[src/rtl/uart_tx_pkg.sv]
package uart_tx_pkg;
  localparam int OVERSAMPLE = 16;
  localparam int DATA_MAX = 8;
  localparam int FRAME_MAX = 1 + DATA_MAX + 1 + 2;
  localparam int FRAME_IDX_W = $clog2(FRAME_MAX);

  // Field order matches the line-control word, MSB first.
  typedef struct packed {
    logic       parEn;
    logic       parStick;
    logic       parEven;
    logic       twoStop;
    logic [1:0] lenSel;
  } lineCfg_t;

  typedef struct packed {
    logic loadFrame;
    logic shiftBit;
    logic finishFrame;
  } txStrobe_t;

  // Index of the last bit of a frame: start + data + parity + stops - 1.
  function automatic logic [FRAME_IDX_W-1:0] frameLastIdx(input lineCfg_t c);
    return FRAME_IDX_W'(6) + FRAME_IDX_W'(c.lenSel)
         + FRAME_IDX_W'(c.parEn) + FRAME_IDX_W'(c.twoStop);
  endfunction
endpackage

[src/rtl/uart_tx_ctrl.sv]
module uart_tx_ctrl
  import uart_tx_pkg::*;
#(
  parameter int DIV_W  = 16,
  parameter int FRAC_W = 3
) (
  input  logic              clk,
  input  logic              rst_n,
  input  logic              holdFull,
  input  lineCfg_t          cfg,
  input  logic [DIV_W-1:0]  divInt,
  input  logic [FRAC_W-1:0] divFrac,
  output txStrobe_t         strobes,
  output logic              busy
);
  localparam int SUB_W = $clog2(OVERSAMPLE);
  localparam int CYC_W = DIV_W + 1;

  typedef enum logic {ST_IDLE, ST_SEND} state_t;

  state_t                 state;
  logic [DIV_W-1:0]       divLat;
  logic [FRAC_W-1:0]      fracLat;
  logic [CYC_W-1:0]       cycCnt;
  logic [SUB_W-1:0]       subCnt;
  logic [FRAME_IDX_W-1:0] bitIdx;
  logic [FRAME_IDX_W-1:0] lastIdx;

  logic             stretch;
  logic [CYC_W-1:0] tickLast;
  logic             tickEnd;
  logic             bitEnd;
  logic             lastBit;

  // The first divFrac ticks of every bit last one extra cycle.
  always_comb begin
    stretch  = int'(subCnt) < int'(fracLat);
    tickLast = {1'b0, divLat} + CYC_W'(stretch);
    tickEnd  = (state == ST_SEND) && (cycCnt == tickLast);
    bitEnd   = tickEnd && (subCnt == SUB_W'(OVERSAMPLE - 1));
    lastBit  = bitIdx == lastIdx;
  end

  always_comb begin
    strobes             = '0;
    strobes.loadFrame   = (state == ST_IDLE) && holdFull && (divInt != '0);
    strobes.finishFrame = bitEnd && lastBit;
    strobes.shiftBit    = bitEnd && !lastBit;
  end

  assign busy = (state == ST_SEND);

  always_ff @(posedge clk or negedge rst_n) begin
    if (!rst_n) begin
      state   <= ST_IDLE;
      divLat  <= '0;
      fracLat <= '0;
      cycCnt  <= '0;
      subCnt  <= '0;
      bitIdx  <= '0;
      lastIdx <= '0;
    end else if (strobes.loadFrame) begin
      state   <= ST_SEND;
      divLat  <= divInt;
      fracLat <= divFrac;
      lastIdx <= frameLastIdx(cfg);
      cycCnt  <= '0;
      subCnt  <= '0;
      bitIdx  <= '0;
    end else if (state == ST_SEND) begin
      if (tickEnd) begin
        cycCnt <= '0;
        subCnt <= (subCnt == SUB_W'(OVERSAMPLE - 1)) ? '0 : subCnt + 1'b1;
        if (bitEnd) begin
          if (lastBit) state <= ST_IDLE;
          else bitIdx <= bitIdx + 1'b1;
        end
      end else begin
        cycCnt <= cycCnt + 1'b1;
      end
    end
  end
endmodule

[src/rtl/uart_tx_datapath.sv]
module uart_tx_datapath
  import uart_tx_pkg::*;
(
  input  logic                clk,
  input  logic                rst_n,
  input  logic                wrStrobe,
  input  logic [DATA_MAX-1:0] wrData,
  input  lineCfg_t            cfg,
  input  txStrobe_t           strobes,
  output logic                holdFull,
  output logic                txLine
);
  logic [DATA_MAX-1:0]  holdData;
  logic [FRAME_MAX-1:0] frameReg;
  logic [FRAME_MAX-1:0] frameNext;
  logic [DATA_MAX-1:0]  dataMasked;
  logic                 parBit;
  int                   dataBits;

  // Build the whole frame, unused upper positions high, at load time.
  always_comb begin
    dataBits   = 5 + int'(cfg.lenSel);
    dataMasked = holdData & (8'hFF >> (2'd3 - cfg.lenSel));
    if (cfg.parStick) parBit = ~cfg.parEven;
    else if (cfg.parEven) parBit = ^dataMasked;
    else parBit = ~^dataMasked;
    frameNext    = '1;
    frameNext[0] = 1'b0;
    for (int i = 0; i < DATA_MAX; i++) begin
      if (i < dataBits) frameNext[i+1] = holdData[i];
    end
    if (cfg.parEn) frameNext[dataBits+1] = parBit;
  end

  always_ff @(posedge clk or negedge rst_n) begin
    if (!rst_n) begin
      holdFull <= 1'b0;
      holdData <= '0;
    end else if (strobes.loadFrame) begin
      holdFull <= 1'b0;
    end else if (wrStrobe && !holdFull) begin
      holdFull <= 1'b1;
      holdData <= wrData;
    end
  end

  always_ff @(posedge clk or negedge rst_n) begin
    if (!rst_n) frameReg <= '1;
    else if (strobes.loadFrame) frameReg <= frameNext;
    else if (strobes.shiftBit) frameReg <= {1'b1, frameReg[FRAME_MAX-1:1]};
  end

  assign txLine = frameReg[0];
endmodule

[src/rtl/uart_frame_tx.sv]
module uart_frame_tx
  import uart_tx_pkg::*;
#(
  parameter int DIV_W  = 16,
  parameter int FRAC_W = 3
) (
  input  logic              clk,
  input  logic              rst_n,
  input  logic              wrStrobe,
  input  logic [7:0]        wrData,
  input  logic [5:0]        lineCtrl,
  input  logic [DIV_W-1:0]  divInt,
  input  logic [FRAC_W-1:0] divFrac,
  output logic              txLine,
  output logic              bufEmpty,
  output logic              txEmpty,
  output logic              txDone
);
  lineCfg_t  cfg;
  txStrobe_t strobes;
  logic      holdFull;
  logic      busy;

  assign cfg = lineCfg_t'(lineCtrl);

  uart_tx_ctrl #(.DIV_W(DIV_W), .FRAC_W(FRAC_W)) ctrl_i (
    .clk(clk), .rst_n(rst_n), .holdFull(holdFull), .cfg(cfg),
    .divInt(divInt), .divFrac(divFrac), .strobes(strobes), .busy(busy)
  );

  uart_tx_datapath data_i (
    .clk(clk), .rst_n(rst_n), .wrStrobe(wrStrobe), .wrData(wrData),
    .cfg(cfg), .strobes(strobes), .holdFull(holdFull), .txLine(txLine)
  );

  assign bufEmpty = !holdFull;
  assign txEmpty  = !holdFull && !busy;
  assign txDone   = strobes.finishFrame;
endmodule

[config.mk]
export PLATFORM = sky130hd
export DESIGN_NAME = uart_frame_tx
export DESIGN_NICKNAME = d
export VERILOG_FILES = /design/src/rtl/uart_tx_pkg.sv /design/src/rtl/uart_tx_ctrl.sv /design/src/rtl/uart_tx_datapath.sv /design/src/rtl/uart_frame_tx.sv
export SDC_FILE = /design/constraint.sdc
export NUM_CORES = 1
export LEC_CHECK = 0
export ABC_AREA = 1
export CORE_MARGIN = 2
export CORE_UTILIZATION = 43
export CTS_CLUSTER_SIZE = 20
export DETAILED_ROUTE_END_ITERATION = 12
export PLACE_DENSITY = 0.66
export SKIP_LAST_GASP = 1
export SLEW_MARGIN = 10
export SYNTH_ARGS = -nofsm -noshare
export SYNTH_HDL_FRONTEND = slang
export SYNTH_SLANG_ARGS = --single-unit
[constraint.sdc]
create_clock -name clk -period 5.9 [get_ports clk]
set_clock_uncertainty 0.2 [all_clocks]
set_input_delay 0.59 -clock clk [delete_from_list [all_inputs] [get_ports clk]]
set_output_delay 0.59 -clock clk [all_outputs]
set_load 0.03 [all_outputs]
==> impl_results.md <==
- Post-synth EDFFs: 0
- H-tree Lvls: 3
- CTS resizes: 0
- Global route total overflow: 0
- Worst vdd ir: slightly above 0.1 mV
- FF+latch area: about 1800 µm²
- Outcome: complete, no violations
- DP HPWL: approximately 8 mm
- Kind of critical path: flip-flop to primary output
- Cells after synthesis: 659
- Final setup vio count: 0
- Syn-to-layout area delta: 15.7%
- Syn_nets: approximately 710
- Buffers on Ports: 39
- Vias: 4200
- CP endpoint kind: primary output
- Total negative setup slack: 0 ps
- FF-to-FF Start: ctrl_i.subCnt[1]
- Post-DR vias/cell: approximately 5.0
- Final Cell Area: roughly 5200 µm²
- Type of origin of the critical path: flip-flop
- Mapped cell area: between 4000 and 5000 µm²
- Min Tclk post-route: 4970 ps
- Avg WL per Cell: between 10 and 15 µm
- GRT Util Overall: 20.5%
- Final hold vios: 0
- PD cells: approximately 180 nW/µm²
- Min-delay worst type: primary input to async pin
- Synth top area cells: dfrtp_1 (32%), nand2_1 (17%), inv_1 (7.4%)
- CP Data Required Time: ~5100 ps
- FP Rows: 37
- DP Worst Slack: 1280 ps
- Routed WL: between 10 and 15 mm
- Leakage: ~2.6 nW
- Total die area: between 10000 and 15000 µm²
- # Post-CTS Setup Buffers: 0
- Iter 0 DRT Violations: roughly 160
- RSZ-0062 raised after global routing: false
- Synth area leader: dfrtp_1
- Worst Path Arrival: approximately 4200 ps
- Syn_area_per_cell: just under 7 µm²
- Post-layout util: ~51%
- Top-area cell type share of the netlist area: approximately a third
- CTS tree: yes
- Fmax: a little over 200 MHz
- Final cycle utilization of the critical path: 84.2%
- Routed Antenna Nets: 0
- Largest net degree at the start of global routing: 71
- Worst Tran Pin Value: approximately 880 ps
- Die width: 106 µm
- Top_reg_cell synth: dfrtp_1
- Pre-Repair DR Iteration Count: 5
- Post-synthesis sequential area ratio: between 30% and 40%
- Max-slew violation count: 0
- Crit-path max FO: 6
- Clock sinks: 70
- Fill cells: around 1000
- Die height: around 110 µm
- IO Pins: 40
- Yosys cell types: 37
- Worst hold slack: between 200 and 250 ps
- Final nets: ~740
- Root buf cell: clkbuf_8
- Final WS setup: around 930 ps
- MaxCap Viol Count: 0
- Reg2Reg Capture Point: data_i.frameReg[10]
- Share of cells above drive strength 1: about 6.6%
- Initial antenna violation count: 0
- Hold_buf cts: 0
- Top-count cell post-synth: nand2_1
- Skew-Pair Late Insertion Delay: 360 ps
- Gpl congestion: approximately 0.94
- Placed cell areas: roughly 5000 µm²
- Cts bufs inserted: 9
- Synth Register Bits: 70
- Yosys warning count: 0
- Post-synth top cells: nand2_1 (209), inv_1 (89), nor2_1 (69), nand3_1 (65), dfrtp_1 (58)
- Global-route wire length before repair: roughly 19 mm
- Clock slew at reported path FFs: 90 ps
- Area occupied by multi-input gates: between 2000 and 2500 µm²
- R2R cell count: 19
- ANT cells: 0
- Vias in the first global route: 4147
- Core Area: between 10000 and 15000 µm²
- DRC viols: 0
- Starting Density: between 40% and 50%
- R2R setup slack: between 2000 and 2500 ps
- CTS max path bufs: 2
- Max-slew headroom: between 40% and 50%
- Asr flop ratio synth: 100%
==> cell families (layout without fill, tap and decap cells) <==
family / Yosys count / in the layout / synth area share [%]
simple gates: 390 / 390 / 37.2
buf+inv: 108 / 150 / 9.27
flops: 70 / 70 / 39.2
compound gates: 58 / 58 / 6.77
xor+xnor: 21 / 21 / 4.08
fa+ha+maj: 11 / 11 / 3.22
mux: 1 / 1 / 0.250
==> worst max-delay path, stage by stage, from the launching register on <==
cell and delay [ps]:
dfrtp_1 420, ha_1 310, a21o_1 180, a211oi_1 300
ha_1 260, ha_1 190, nand3_1 170, nor2_2 270
nand4_1 150, nand3_1 140, nand2_1 60, nor2_1 120
nand3b_1 140, nor4_1 360, clkdlybuf4s50_1 750
==> power breakdown <==
| group | switching [W] | total, W | internal, W | leakage (nW) |
|---|---|---|---|---|
| clock | 0.000208 | 0.000408 | 0.000199 | 0.0929 |
| sequential | 0 | 0.000480 | 0.000480 | 0.841 |
| combinational | 0.0000252 | 0.0000504 | 0.0000253 | 1.65 |
==> cells in the final DEF (no fill, tap or decap) <==
master and count:
nand2_1 208, inv_1 89, nor2_1 69, nand3_1 65, dfrtp_1 58, clkdlybuf4s50_1 38
o21ai_0 33, nand4_1 15, a21oi_1 15, xor2_1 14, nor3_1 12, dfstp_2 12
ha_1 10, clkbuf_8 9, xnor2_1 7, nand2_2 5, nand3b_1 4, o21ai_1 3
nor2_2 3, nor4_1 3, clkinvlp_4 3, inv_6 3, and3_1 2, o21bai_1 2
nor2_4 2, clkinv_1 2, inv_2 2, buf_4 2, a21o_1 1, a211oi_1 1
a31oi_1 1, nand4_4 1, o31ai_1 1, o22ai_1 1, or2_2 1, mux2_2 1
fa_1 1, bufinv_16 1, buf_2 1
==> sequential cells by signal, summed over array words and instances, names as in the netlist, 3 cells and up <==
register,flops
ctrl_i.cycCnt,17
ctrl_i.divLat,16
data_i.frameReg,12
data_i.holdData,8
ctrl_i.bitIdx,4
ctrl_i.lastIdx,4
ctrl_i.subCnt,4
ctrl_i.fracLat,3
==> stage by stage <==
step | power [W] | instances
floorplan | 0.000503 | 659
global placement | 0.000540 | 821
detailed placement | 0.000541 | 821
CTS | 0.000947 | 837
global route | 0.000971 | 837
finish | 0.000938 | 837
==> worst max path at each step <==
stage	cells after the start	start	slack, ps	endpoint
3_3_place_gp	14	ctrl_i.subCnt[1]	1420	txDone
4_1_cts	14	ctrl_i.subCnt[1]	880	txDone
3_5_place_dp	14	ctrl_i.subCnt[1]	1280	txDone
5_1_grt	14	ctrl_i.subCnt[1]	690	txDone
6_report	14	ctrl_i.subCnt[1]	930	txDone
2_1_floorplan	13	ctrl_i.subCnt[1]	1930	txDone
==> metal layers <==
layer | routed length, µm | vias to the layer above | global-route usage (%)
li1 | - | 2151 | -
met1 | 4780 | 1945 | 25.0
met2 | 5230 | 82 | 35.3
met3 | 384 | 22 | 3.99
met4 | 259 | 0 | 8.27
met5 | 0 | - | 0
==> area by class of cell <==
class | instances | area share (%)
clock inverter | 7 | 1.51
sequential | 70 | 33.9
timing repair buffer | 41 | 7.68
inverter | 93 | 6.69
clock buffer | 9 | 2.38
tap | 136 | 3.26
multi-input combinational | 481 | 44.6
(Power assumes the default switching activity.)
